### src/rtl/vsg_pkg.sv
package vsg_pkg;
   typedef enum logic [2:0] {
      PH_IDLE = 3'd0,
      PH_WAIT = 3'd1,
      PH_HIGH = 3'd2,
      PH_LOW  = 3'd3,
      PH_DONE = 3'd4
   } phase_e;
endpackage

### src/rtl/vsg_shadow.sv
// Frame-start capture of count registers. eff_o shows the value that is in
// force this cycle: the live value on a load cycle, the held copy otherwise.
module vsg_shadow #(
   parameter int W = 8
) (
   input  logic         clk,
   input  logic         rst_n,
   input  logic         load,
   input  logic [W-1:0] live_i,
   output logic [W-1:0] eff_o,
   output logic [W-1:0] held_o
);
   initial assert (W >= 1) else $error("vsg_shadow: W must be positive");

   logic [W-1:0] held_q;

   always_ff @(posedge clk or negedge rst_n) begin
      if (!rst_n) held_q <= '0;
      else if (load) held_q <= live_i;
   end

   assign eff_o  = load ? live_i : held_q;
   assign held_o = held_q;
endmodule

### src/rtl/vsg_pulse_engine.sv
// Delay / high / low / repeat pulse engine. FINITE=0 builds an endless train
// (used for vertical sync); FINITE=1 stops after rpt high pulses.
module vsg_pulse_engine
   import vsg_pkg::*;
#(
   parameter int DLY_W  = 24,
   parameter int PER_W  = 16,
   parameter int RPT_W  = 16,
   parameter bit FINITE = 1'b1
) (
   input  logic             clk,
   input  logic             rst_n,
   input  logic             en,
   input  logic             start,
   input  logic [DLY_W-1:0] dly,
   input  logic [PER_W-1:0] hi,
   input  logic [PER_W-1:0] lo,
   input  logic [RPT_W-1:0] rpt,
   output logic             pulse_o,
   output logic             pulse_nxt_o,
   output logic             rise_nxt_o
);
   localparam int CNT_W = (DLY_W > PER_W) ? DLY_W : PER_W;

   initial assert (DLY_W >= 1 && PER_W >= 1 && RPT_W >= 1)
      else $error("vsg_pulse_engine: widths must be positive");

   phase_e           ph_q, ph_d;
   logic [CNT_W-1:0] cnt_q, cnt_d, cnt_inc;
   logic [RPT_W-1:0] pcnt_q, pcnt_d, pcnt_inc;
   logic [CNT_W-1:0] dly_x, hi_x, lo_x;
   logic             last_pulse, rpt_zero;

   assign cnt_inc  = cnt_q + CNT_W'(1);
   assign pcnt_inc = pcnt_q + RPT_W'(1);
   assign dly_x    = CNT_W'(dly);
   assign hi_x     = CNT_W'(hi);
   assign lo_x     = CNT_W'(lo);

   generate
      if (FINITE) begin : g_finite
         assign last_pulse = (pcnt_inc == rpt);
         assign rpt_zero   = (rpt == '0);
      end else begin : g_endless
         logic unused_rpt;
         assign unused_rpt = ^rpt;
         assign last_pulse = 1'b0;
         assign rpt_zero   = 1'b0;
      end
   endgenerate

   always_comb begin
      ph_d   = ph_q;
      cnt_d  = cnt_inc;
      pcnt_d = pcnt_q;
      if (!en) begin
         ph_d   = PH_IDLE;
         cnt_d  = '0;
         pcnt_d = '0;
      end else if (start) begin
         cnt_d  = '0;
         pcnt_d = '0;
         if (rpt_zero)        ph_d = PH_DONE;
         else if (dly_x == '0) ph_d = PH_HIGH;
         else                  ph_d = PH_WAIT;
      end else begin
         case (ph_q)
            PH_WAIT: begin
               if (cnt_inc == dly_x) begin
                  ph_d  = PH_HIGH;
                  cnt_d = '0;
               end
            end
            PH_HIGH: begin
               if (cnt_inc == hi_x) begin
                  cnt_d  = '0;
                  pcnt_d = pcnt_inc;
                  ph_d   = last_pulse ? PH_DONE : PH_LOW;
               end
            end
            PH_LOW: begin
               if (cnt_inc == lo_x) begin
                  ph_d  = PH_HIGH;
                  cnt_d = '0;
               end
            end
            default: cnt_d = cnt_q;
         endcase
      end
   end

   always_ff @(posedge clk or negedge rst_n) begin
      if (!rst_n) begin
         ph_q   <= PH_IDLE;
         cnt_q  <= '0;
         pcnt_q <= '0;
      end else begin
         ph_q   <= ph_d;
         cnt_q  <= cnt_d;
         pcnt_q <= pcnt_d;
      end
   end

   assign pulse_o     = (ph_q == PH_HIGH);
   assign pulse_nxt_o = (ph_d == PH_HIGH);
   assign rise_nxt_o  = (ph_d == PH_HIGH) && (ph_q != PH_HIGH);

   generate
      if (FINITE) begin : g_chk
         // a pulse in progress never exceeds the programmed repeat count
         assert_rpt_bound_R4: assert property (@(posedge clk) disable iff (!rst_n)
            (ph_q == PH_HIGH && !start) |-> (pcnt_q < rpt));
      end
   endgenerate
endmodule

### src/rtl/vsg_coord.sv
// Pixel column and active-line counters driven by the data-enable lookahead.
module vsg_coord #(
   parameter int W = 16
) (
   input  logic         clk,
   input  logic         rst_n,
   input  logic         en,
   input  logic         frame_nxt,
   input  logic         de_cur,
   input  logic         de_nxt,
   output logic [W-1:0] x_o,
   output logic [W-1:0] y_o
);
   initial assert (W >= 2) else $error("vsg_coord: W must be at least 2");

   logic [W-1:0] x_q, y_q, x_d, y_d;

   always_comb begin
      x_d = (en && de_nxt && de_cur && !frame_nxt) ? x_q + W'(1) : '0;
      if (!en || frame_nxt)        y_d = '0;
      else if (de_cur && !de_nxt)  y_d = y_q + W'(1);
      else                         y_d = y_q;
   end

   always_ff @(posedge clk or negedge rst_n) begin
      if (!rst_n) begin
         x_q <= '0;
         y_q <= '0;
      end else begin
         x_q <= x_d;
         y_q <= y_d;
      end
   end

   assign x_o = x_q;
   assign y_o = y_q;

   assert_x_step_R8: assert property (@(posedge clk) disable iff (!rst_n)
      (de_cur && $past(de_cur) && !$past(frame_nxt)) |-> (x_q == $past(x_q) + W'(1)));

   assert_y_step_R9: assert property (@(posedge clk) disable iff (!rst_n)
      ($past(de_cur) && !de_cur && $past(en) && !$past(frame_nxt))
      |-> (y_q == $past(y_q) + W'(1)));
endmodule

### src/rtl/sync_timing_gen.sv
module sync_timing_gen #(
   parameter int LONG_W  = 24,
   parameter int SHORT_W = 16
) (
   input  logic               clk,
   input  logic               rst_n,
   input  logic               en,
   input  logic [LONG_W-1:0]  vs_delay,
   input  logic [LONG_W-1:0]  vs_high,
   input  logic [LONG_W-1:0]  vs_low,
   input  logic [LONG_W-1:0]  hs_delay,
   input  logic [LONG_W-1:0]  de_delay,
   input  logic [SHORT_W-1:0] hs_high,
   input  logic [SHORT_W-1:0] hs_low,
   input  logic [SHORT_W-1:0] hs_count,
   input  logic [SHORT_W-1:0] de_high,
   input  logic [SHORT_W-1:0] de_low,
   input  logic [SHORT_W-1:0] de_count,
   output logic               vs_o,
   output logic               hs_o,
   output logic               de_o,
   output logic [SHORT_W-1:0] pix_x,
   output logic [SHORT_W-1:0] pix_y
);
   localparam int N_LONG   = 5;
   localparam int N_SHORT  = 6;
   localparam int LONG_TW  = N_LONG * LONG_W;
   localparam int SHORT_TW = N_SHORT * SHORT_W;

   initial assert (SHORT_W >= 2 && SHORT_W <= LONG_W)
      else $error("sync_timing_gen: need 2 <= SHORT_W <= LONG_W");

   logic run_q, en_start, frame_nxt, load;
   logic vs_nxt, hs_nxt, de_nxt, hs_rise_unused, de_rise_unused;

   logic [LONG_TW-1:0]  long_live, long_eff, long_held;
   logic [SHORT_TW-1:0] short_live, short_eff, short_held;

   always_ff @(posedge clk or negedge rst_n) begin
      if (!rst_n) run_q <= 1'b0;
      else        run_q <= en;
   end

   assign en_start = en && !run_q;
   assign load     = en_start || frame_nxt;

   assign long_live  = {vs_delay, vs_high, vs_low, hs_delay, de_delay};
   assign short_live = {hs_high, hs_low, hs_count, de_high, de_low, de_count};

   vsg_shadow #(.W(LONG_TW)) u_long_shadow (
      .clk(clk), .rst_n(rst_n), .load(load),
      .live_i(long_live), .eff_o(long_eff), .held_o(long_held)
   );

   vsg_shadow #(.W(SHORT_TW)) u_short_shadow (
      .clk(clk), .rst_n(rst_n), .load(load),
      .live_i(short_live), .eff_o(short_eff), .held_o(short_held)
   );

   // field views: index 0 is the most significant field of each vector
   logic [LONG_W-1:0]  lh [N_LONG];
   logic [LONG_W-1:0]  le [N_LONG];
   logic [SHORT_W-1:0] se [N_SHORT];

   generate
      for (genvar i = 0; i < N_LONG; i++) begin : g_long_view
         assign lh[i] = long_held[LONG_TW-1-i*LONG_W -: LONG_W];
         assign le[i] = long_eff [LONG_TW-1-i*LONG_W -: LONG_W];
      end
      for (genvar j = 0; j < N_SHORT; j++) begin : g_short_view
         assign se[j] = short_eff[SHORT_TW-1-j*SHORT_W -: SHORT_W];
      end
   endgenerate

   logic               unused_held;
   logic [LONG_W-1:0]  vs_dly_sel;
   assign unused_held = ^short_held ^ ^le[1] ^ ^le[2];
   // vertical timing never takes the frame-start load path: its own edge decides it
   assign vs_dly_sel  = en_start ? vs_delay : lh[0];

   vsg_pulse_engine #(
      .DLY_W(LONG_W), .PER_W(LONG_W), .RPT_W(SHORT_W), .FINITE(1'b0)
   ) u_vs (
      .clk(clk), .rst_n(rst_n), .en(en), .start(en_start),
      .dly(vs_dly_sel), .hi(lh[1]), .lo(lh[2]), .rpt('0),
      .pulse_o(vs_o), .pulse_nxt_o(vs_nxt), .rise_nxt_o(frame_nxt)
   );

   vsg_pulse_engine #(
      .DLY_W(LONG_W), .PER_W(SHORT_W), .RPT_W(SHORT_W), .FINITE(1'b1)
   ) u_hs (
      .clk(clk), .rst_n(rst_n), .en(en), .start(frame_nxt),
      .dly(le[3]), .hi(se[0]), .lo(se[1]), .rpt(se[2]),
      .pulse_o(hs_o), .pulse_nxt_o(hs_nxt), .rise_nxt_o(hs_rise_unused)
   );

   vsg_pulse_engine #(
      .DLY_W(LONG_W), .PER_W(SHORT_W), .RPT_W(SHORT_W), .FINITE(1'b1)
   ) u_de (
      .clk(clk), .rst_n(rst_n), .en(en), .start(frame_nxt),
      .dly(le[4]), .hi(se[3]), .lo(se[4]), .rpt(se[5]),
      .pulse_o(de_o), .pulse_nxt_o(de_nxt), .rise_nxt_o(de_rise_unused)
   );

   logic unused_nxt;
   assign unused_nxt = vs_nxt ^ hs_nxt ^ hs_rise_unused ^ de_rise_unused;

   vsg_coord #(.W(SHORT_W)) u_coord (
      .clk(clk), .rst_n(rst_n), .en(en), .frame_nxt(frame_nxt),
      .de_cur(de_o), .de_nxt(de_nxt), .x_o(pix_x), .y_o(pix_y)
   );

   assert_quiet_R1: assert property (@(posedge clk) disable iff (!rst_n)
      !en |=> (!vs_o && !hs_o && !de_o && pix_x == '0 && pix_y == '0));

   assert_frame_row_R9: assert property (@(posedge clk) disable iff (!rst_n)
      $rose(vs_o) |-> (pix_y == '0));

   assert_vs_resume_R11: assert property (@(posedge clk) disable iff (!rst_n)
      ($rose(run_q) && vs_delay != '0 && $past(vs_delay) != '0) |-> !vs_o);
endmodule

### config.mk
export PLATFORM = sky130hd
export DESIGN_NAME = sync_timing_gen
export DESIGN_NICKNAME = d
export VERILOG_FILES = /design/src/rtl/vsg_pkg.sv /design/src/rtl/vsg_shadow.sv /design/src/rtl/vsg_pulse_engine.sv /design/src/rtl/vsg_coord.sv /design/src/rtl/sync_timing_gen.sv
export SDC_FILE = /design/constraint.sdc
export NUM_CORES = 1
export LEC_CHECK = 0
export ABC_AREA = 1
export BUFFER_PORTS_ARGS = -buffer_cell sky130_fd_sc_hd__buf_2
export CAP_MARGIN = 5
export CORE_ASPECT_RATIO = 1.5
export CORE_UTILIZATION = 28
export CTS_CLUSTER_DIAMETER = 200
export DETAILED_ROUTE_END_ITERATION = 8
export PLACE_DENSITY = 0.44
export SLEW_MARGIN = 20
export SYNTH_ARGS = -nofsm -noshare
export SYNTH_HDL_FRONTEND = slang
export SYNTH_HIERARCHICAL = 1
export SYNTH_SLANG_ARGS = --single-unit
### constraint.sdc
create_clock -name clk -period 9.4 [get_ports clk]
set_input_delay 0.94 -clock clk [delete_from_list [all_inputs] [get_ports clk]]
set_output_delay 0.94 -clock clk [all_outputs]
set_load 0.01 [all_outputs]
==> flow_metrics.py, run 1 <==
metrics = {
    "status": {
        "status": "complete, no violations",
    },
    "setup_path": {
        "r2r_slack_ns": 1.93,
        "slowest_delay_ns": 0.74,
        "worstReg2RegStart": "u_vs/cnt_q[0]",
        "path_delay_family": "simple AND/OR/NAND/NOR gates",
        "cp_data_arrival_time_ns": 8.01,
        "worstRegToRegCells": 33,
        "start_kind": "flip-flop",
        "path_buf_inv": 4,
        "cp-end-kind": "flip-flop",
        "crit_required_ns": 9.95,
        "crit_fanout": 56,
        "criticalPathCategory": "reg2reg",
        "r2r_end": "u_de/pcnt_q[9]",
        "slowest_stage": "nor2_4",
        "crit_top_cell": "nand2_1",
    },
    "clocking": {
        "htree_levels": 2,
        "clk_latency_ns": 0.63,
        "cts_made_buffers": 46,
        "max-clock-path-buffers": 3,
        "path_clk_slew_ns": 0.06,
        "hold_buffers": 0,
        "cts_tree": "yes",
        "cts_setup_buffers": 0,
        "clock_sinks": 362,
        "cts_resized": 0,
        "cts_root_buf": "clkbuf_16",
    },
    "timing": {
        "hold_viol": 0,
        "rsz0062_at_grt": "false",
        "finalSetupViolCount": 0,
        "fin_worst_skew_ns": 0.0432,
        "setup-tns-final_ns": 0,
        "fin_crit_sh": 0.794,
        "fmax_mhz": 134,
        "max_slew.worst_pin.slew_ns": 1.20,
        "relSlewSlack": 0.195,
        "finalMaxSlewViolations": 0,
        "fin_crit_ns": 7.47,
    },
    "synthesis": {
        "netlist_area_um2": 23800,
        "post_synth.cell_area_avg_um2": 6.65,
        "syn_inst": 3573,
        "synth_fp_nets": 3799,
        "yosysWarnings": 6,
    },
    "global_route": {
        "grt_remaining_overflow": 0,
        "grt_max_degree": 84,
        "first_global_vias": 23035,
        "grt_pass1_wl_um": 134000,
        "grt_use_total": 0.201,
        "antenna_found_initial": 23,
    },
    "detailed_routing": {
        "post_drt_wl_per_cell_um": 17.2,
        "drt_iter0_markers": 1390,
        "routed_via_density": 4.66,
        "antenna_left": 0,
        "vias": 23155,
        "wl_um": 85600,
        "drc_errors": 0,
        "dr.pass1.iters": 5,
    },
    "power_and_ir_drop": {
        "p_leak_uw": 0.0147,
        "p_per_area_nw_per_um2": 171,
        "peakVddDrop_uv": 176,
        "pwr-share-seq": 0.375,
        "totalPowerFinal_uw": 4740,
        "netSwitchingPower_uw": 1540,
        "clkPwrFrac": 0.425,
        "comb_power_share": 0.200,
        "p_int_uw": 3190,
        "power_switching_share": 0.326,
    },
    "worst_hold_path": {
        "hold_class": "in2async",
    },
    "final_layout": {
        "final_core_util": 0.331,
        "instances_no_fill": 4973,
        "fin_nets": 4034,
        "layout_commonest_cell": "nand2_1",
        "mostFrequentLayoutCells": "1601 x nand2_1, 362 x dfrtp_1, 356 x inv_1",
        "fillers": 9438,
        "final_area_um2": 27800,
        "areaGrowthSynthToFinish_pct": 16.8,
        "drive_gt1_frac": 0.143,
    },
    "placement": {
        "port_buffers": 253,
        "gp_congestion": 0.889,
        "dp_cells": 4882,
        "placed_cell_area_um2": 26000,
        "hpwl_um": 64700,
    },
    "floorplan": {
        "core_um2": 83900,
        "start_util": 0.283,
        "num_rows": 130,
        "die_h_um": 359,
        "die_w_um": 240,
        "io_pins": 254,
        "dieArea_um2": 86100,
    },
    "run": {
        "maxCapViolations": 0,
    },
}
[through the flow]
| stage | hold WS (ns) | setup slack, ns |
|---|---|---|
| finish | 0.328 | 1.93 |
| global route | 0.377 | 1.13 |
| CTS | 0.348 | 1.77 |
| floorplan | 0.438 | 3.96 |
| detailed placement | 0.459 | 1.22 |
| global placement | 0.456 | 1.29 |
[flip-flops by register name, indices dropped and copies added (netlist names), 24 cells and up]
register / count
u_short_shadow/held_o: 96
u_de/cnt_q: 24
u_long_shadow/held_o: 120
u_vs/cnt_q: 24
u_hs/cnt_q: 24
[how the worst max path moves through the flow]
stage | from | slack [ns] | to | cells after the start
after floorplan | en | 3.96 | u_coord/x_o[8] | 47
after global placement | en | 1.29 | u_de/pcnt_q[13] | 27
after detailed placement | en | 1.22 | u_coord/x_o[8] | 39
after CTS | u_vs/cnt_q[0] | 1.77 | u_de/pcnt_q[9] | 33
after global routing | en | 1.13 | u_coord/x_o[8] | 39
final | u_vs/cnt_q[0] | 1.93 | u_de/pcnt_q[9] | 33
[worst register-to-register path, delay by kind of cell (launching register included)]
kind | cells | cell delay, ns
AND/OR/NAND/NOR | 27 | 4.92
buffers and inverters | 4 | 1.51
adder cells (fa/ha/maj) | 1 | 0.34
AO/OA/AOI/OAI | 1 | 0.09
flip-flops | 1 | 0.56
[cell type report]
cell class | count | area (um^2) | area share
diodes | 6 | 15.0 | 0.000541
clock buffers | 53 | 1240 | 0.0446
clock inverters | 32 | 458 | 0.0165
inverters | 377 | 1420 | 0.0513
multi-input cells | 2750 | 12700 | 0.459
flip-flops and latches | 362 | 9060 | 0.326
well taps | 1122 | 1400 | 0.0506
repair buffers | 271 | 1410 | 0.0509
[metal layers]
metal  share of wire  up-vias  GRT usage
met5          0.0026        -          0
met4           0.038       36     0.0733
met3           0.047      181     0.0363
met2            0.49      509      0.352
met1            0.42    10653      0.242
li1                -    11776          -
[power by group through the flow]
stage               registers, uW  clock network (uW)  logic (uW)
finish                       1770                2010         947
global route                 1790                2140        1080
detailed placement           1800                   0         964
global placement             1800                   0         960
CTS                          1780                2090         967
floorplan                    1780                   0         631
No activity file was read; power rests on OpenSTA's default activity.
==> run 2, diff against run 1 <==
Clock period 9.4 ns to 7.8 ns, I/O delays scaled along.
==> run 2 against run 1 <==
Effect of this change:
- design area down 0.69%
- flip-flop and latch count unchanged
- global-route usage down 0.12 points
- clock-buffer cell count up 11
- worst setup slack worse by 0.68 ns
- core utilization down 0.23 points
- power up 14%
- critical path type unchanged
- clock power up 6%
- first-iteration DRC count up 0.94%
- register-to-register slack worse by 0.68 ns
- non-clock buffer count up 3
- wire length up 0.18%
==> flow_metrics.py, run 2 (synthesis gave the netlist of run 1 again) <==
metrics = {
    "status": {
        "status": "complete, no violations",
    },
    "clocking": {
        "cts_resized": 0,
        "clk_latency_ns": 0.60,
        "htree_levels": 2,
        "cts_setup_buffers": 0,
        "clock_sinks": 362,
        "cts_tree": "yes",
        "path_clk_slew_ns": 0.06,
        "hold_buffers": 0,
        "max-clock-path-buffers": 3,
        "cts_made_buffers": 44,
        "cts_root_buf": "clkbuf_16",
    },
    "floorplan": {
        "die_h_um": 359,
        "start_util": 0.283,
        "dieArea_um2": 86100,
        "die_w_um": 240,
        "num_rows": 130,
        "io_pins": 254,
        "core_um2": 83900,
    },
    "setup_path": {
        "cp-end-kind": "flip-flop",
        "slowest_delay_ns": 0.51,
        "crit_top_cell": "nand2_1",
        "cp_data_arrival_time_ns": 7.05,
        "criticalPathCategory": "reg2reg",
        "crit_fanout": 57,
        "worstRegToRegCells": 46,
        "start_kind": "flip-flop",
        "r2r_slack_ns": 1.25,
        "crit_required_ns": 8.30,
        "r2r_end": "u_coord/x_o[8]",
        "slowest_stage": "dfrtp_1",
        "worstReg2RegStart": "u_vs/cnt_q[0]",
    },
    "timing": {
        "rsz0062_at_grt": "false",
        "max_slew.worst_pin.slew_ns": 1.10,
        "finalSetupViolCount": 0,
        "fin_crit_ns": 6.55,
        "relSlewSlack": 0.265,
        "setup-tns-final_ns": 0,
        "hold_viol": 0,
        "fmax_mhz": 153,
        "fin_worst_skew_ns": 0.0246,
        "finalMaxSlewViolations": 0,
        "fin_crit_sh": 0.839,
    },
    "power_and_ir_drop": {
        "p_leak_uw": 0.0146,
        "p_per_area_nw_per_um2": 196,
        "peakVddDrop_uv": 145,
    },
    "detailed_routing": {
        "dr.pass1.iters": 5,
        "wl_um": 85700,
        "wl_met3_um": 4340,
        "routed_via_density": 4.67,
        "post_drt_wl_per_cell_um": 17.2,
        "wl_met1_um": 35300,
        "met2_length_um": 43200,
        "vias": 23244,
        "drt_iter0_markers": 1403,
        "drc_errors": 0,
        "antenna_left": 0,
        "top_layer": "met5",
    },
    "global_route": {
        "first_global_vias": 23091,
        "grt_max_degree": 114,
        "antenna_found_initial": 38,
        "grt_pass1_wl_um": 133000,
        "grt_use_total": 0.200,
        "grt_remaining_overflow": 0,
    },
    "run": {
        "maxCapViolations": 0,
    },
    "final_layout": {
        "drive_gt1_frac": 0.139,
        "areaGrowthSynthToFinish_pct": 16.0,
        "largest_reg_flops": 120,
        "final_area_um2": 27600,
        "layout_commonest_cell": "nand2_1",
        "fillers": 9348,
        "fin_nets": 4035,
        "mostFrequentLayoutCells": "1601 x nand2_1, 362 x dfrtp_1, 356 x inv_1",
    },
    "placement": {
        "placed_cell_area_um2": 26100,
        "gp_congestion": 0.883,
        "hpwl_um": 65500,
        "port_buffers": 253,
    },
    "worst_hold_path": {
        "hold_class": "in2async",
    },
}
==> run 2: cell types whose count changed in the layout (fill, tap and decap cells not counted), sizes merged <==
cell / delta
buf: +3
bufinv: -6
clkbuf: +11
clkinv: -4
clkinvlp: -6
diode: +4
==> run 2: cell type report <==
| cell class | instances | area [um^2] | area share |
|---|---|---|---|
| antenna | 10 | 25.0 | 0.000908 |
| clock buffer | 64 | 1270 | 0.0460 |
| clock inverter | 16 | 180 | 0.00654 |
| inverter | 377 | 1420 | 0.0516 |
| multi-input combinational | 2750 | 12700 | 0.462 |
| sequential | 362 | 9060 | 0.329 |
| tap | 1122 | 1400 | 0.0509 |
| timing repair buffer | 274 | 1460 | 0.0529 |
==> run 2: worst max-delay path by stage <==
| stage | cells after the start | end | start | slack [ns] |
|---|---|---|---|---|
| after detailed placement | 38 | u_coord/x_o[8] | en | 0.62 |
| after global routing | 46 | u_coord/x_o[8] | u_vs/cnt_q[0] | 0.35 |
| final | 46 | u_coord/x_o[8] | u_vs/cnt_q[0] | 1.25 |
| after floorplan | 47 | u_coord/x_o[8] | en | 2.52 |
| after CTS | 38 | u_coord/x_o[8] | run_q | 1.10 |
| after global placement | 38 | u_coord/x_o[8] | en | 0.73 |
==> run 2: through the flow <==
step                      power, uW  std cells   util  worst slack [ns]  hold slack (ns)
final                          5410       4975  0.328              1.25            0.234
after global routing           5720       4972  0.328             0.349            0.283
after detailed placement       3330       4885  0.311             0.616            0.458
after CTS                      5510       4965  0.328              1.10            0.241
after floorplan                2900       3573      -              2.52            0.438
after global placement         3330       4885  0.311             0.735            0.454
==> run 2: per-layer routing <==
layer / vias to the layer above / GRT usage
met1: 10808 / 0.234
li1: 11738 / -
met5: - / 0
met2: 479 / 0.360
met4: 50 / 0.0611
met3: 169 / 0.0395
==> run 2: report_power, final <==
group	switching [uW]	leakage [uW]	total [uW]	internal, uW
registers	98.5	0.00471	2140	2040
clock network	899	0.000711	2130	1230
logic	783	0.00920	1140	356
total	1780	0.0146	5410	3630
==> run 2: worst max-delay path, delay by kind of cell, from the launching register on <==
kind | cells | cell delay [ns]
AND/OR/NAND/NOR | 38 | 4.37
buffers and inverters | 5 | 0.85
AO/OA/AOI/OAI | 2 | 0.35
flip-flops | 1 | 0.51
adder cells (fa/ha/maj) | 1 | 0.32
==> run 3, diff against run 2 <==
Clock period 7.8 ns to 6.6 ns, I/O delays scaled along.
==> run 3 against run 2 <==
Effect of this change:
- clock power grew 23%
- power grew 21%
- core utilization grew 0.65 points
- largest cell class unchanged
==> flow_metrics.py, run 3 (synthesis gave the netlist of run 1 again) <==
metrics = {
    "clocking": {
        "cts_tree": "yes",
        "path_clk_slew_ns": 0.06,
        "clk_latency_ns": 0.60,
        "cts_root_buf": "clkbuf_16",
        "cts_made_buffers": 44,
        "max-clock-path-buffers": 3,
        "htree_levels": 2,
        "clock_sinks": 362,
    },
    "floorplan": {
        "core_um2": 83900,
        "die_h_um": 359,
        "start_util": 0.283,
        "num_rows": 130,
        "dieArea_um2": 86100,
        "die_w_um": 240,
        "io_pins": 254,
    },
    "setup_path": {
        "slowest_stage": "dfrtp_2",
        "crit_fanout": 11,
        "criticalPathCategory": "reg2reg",
        "path_delay_family": "simple AND/OR/NAND/NOR gates",
        "crit_required_ns": 7.10,
        "start_kind": "flip-flop",
        "cp-end-kind": "flip-flop",
        "cp_data_arrival_time_ns": 6.43,
        "slowest_delay_ns": 0.40,
        "crit_top_cell": "nand2_1",
        "path_buf_inv": 7,
    },
    "power_and_ir_drop": {
        "peakVddDrop_uv": 186,
        "p_leak_uw": 0.0149,
        "p_per_area_nw_per_um2": 232,
    },
    "detailed_routing": {
        "routed_via_density": 4.63,
        "drc_errors": 0,
        "post_drt_wl_per_cell_um": 17.2,
        "drt_iter0_markers": 1253,
        "wl_um": 86100,
        "vias": 23207,
        "antenna_left": 0,
        "dr.pass1.iters": 7,
    },
    "timing": {
        "max_slew.worst_pin.slew_ns": 1.13,
        "rsz0062_at_grt": "false",
        "fin_crit_ns": 5.94,
        "relSlewSlack": 0.245,
        "finalSetupViolCount": 0,
        "layout_setup_ws_ns": 0.665,
        "fin_crit_sh": 0.899,
        "finalMaxSlewViolations": 0,
        "fmax_mhz": 168,
        "setup-tns-final_ns": 0,
        "fin_worst_skew_ns": 0.0249,
        "hold_viol": 0,
        "hold_slack_ns": 0.260,
    },
    "placement": {
        "port_buffers": 253,
        "post-place-ws_ns": 0.0649,
        "dp_cells": 4928,
        "gp_congestion": 0.896,
        "hpwl_um": 66300,
        "placed_cell_area_um2": 26400,
    },
    "global_route": {
        "grt_max_degree": 113,
        "first_global_vias": 23101,
        "grt_use_total": 0.200,
        "grt_remaining_overflow": 0,
        "antenna_found_initial": 33,
        "grt_pass1_wl_um": 133000,
    },
    "final_layout": {
        "instances_no_fill": 5017,
        "drive_gt1_frac": 0.151,
        "mostFrequentLayoutCells": "1601 x nand2_1, 360 x dfrtp_1, 356 x inv_1",
        "areaGrowthSynthToFinish_pct": 18.3,
        "final_area_um2": 28100,
        "fillers": 9371,
        "largest_reg_flops": 120,
        "fin_nets": 4083,
        "layout_commonest_cell": "nand2_1",
    },
    "run": {
        "maxCapViolations": 0,
    },
    "status": {
        "status": "complete, no violations",
    },
    "worst_hold_path": {
        "hold_class": "in2reg",
    },
}
-- run 3: final timing paths --
check	start	end	slack (ns)	depth (start not counted)
min	vs_low[3]	u_long_shadow/held_o[51]	0.26	3
max	u_vs/cnt_q[0]	u_coord/y_o[12]	0.66	46
max reg2reg	u_vs/cnt_q[0]	u_coord/y_o[12]	0.66	46
min reg2reg	u_long_shadow/held_o[99]	u_long_shadow/held_o[99]	0.47	2
min in group asynchronous	rst_n	u_long_shadow/held_o[53]	0.57	2
max in group asynchronous	rst_n	u_de/pcnt_q[1]	4.89	3
-- run 3: through the flow --
step | power, uW | util
4_1_cts | 6670 | 0.333
6_report | 6530 | 0.335
3_3_place_gp | 3970 | 0.315
5_1_grt | 6930 | 0.335
2_1_floorplan | 3430 | -
3_5_place_dp | 3960 | 0.315
-- run 3: worst min-delay path: stages --
cell and delay [ns]:
buf_2 0.07, nand2_1 0.04, nand2_1 0.05
-- run 3: what timing repair did --
action / 4_1_cts / 5_1_grt
hold endpoints to repair: 42 / 0
resized for setup: 0 / 16
endpoints found under the setup margin: 0 / 103
setup buffers: 0 / 2
hold buffers: 1 / 0
-- run 3: layout make-up --
type / count / area (um^2) / share of cell area
Inverter: 377 / 1420 / 0.0506
Sequential cell: 362 / 9060 / 0.322
Tap cell: 1122 / 1400 / 0.0499
Multi-Input combinational cell: 2750 / 12800 / 0.454
Antenna cell: 4 / 10.0 / 0.000356
Timing Repair Buffer: 322 / 1920 / 0.0684
Clock buffer: 66 / 1280 / 0.0457
Clock inverter: 14 / 231 / 0.00824
-- run 3: power breakdown --
| group | internal [uW] | switching, uW |
|---|---|---|
| logic | 456 | 934 |
| registers | 2410 | 115 |
| clock network | 1550 | 1070 |
-- run 3: routing by layer --
metal	track usage	vias to the layer above	wire, um
met5	0	-	301
met2	0.347	506	42500
li1	-	11813	-
met1	0.236	10642	35200
met3	0.0421	196	4470
met4	0.0799	50	3640
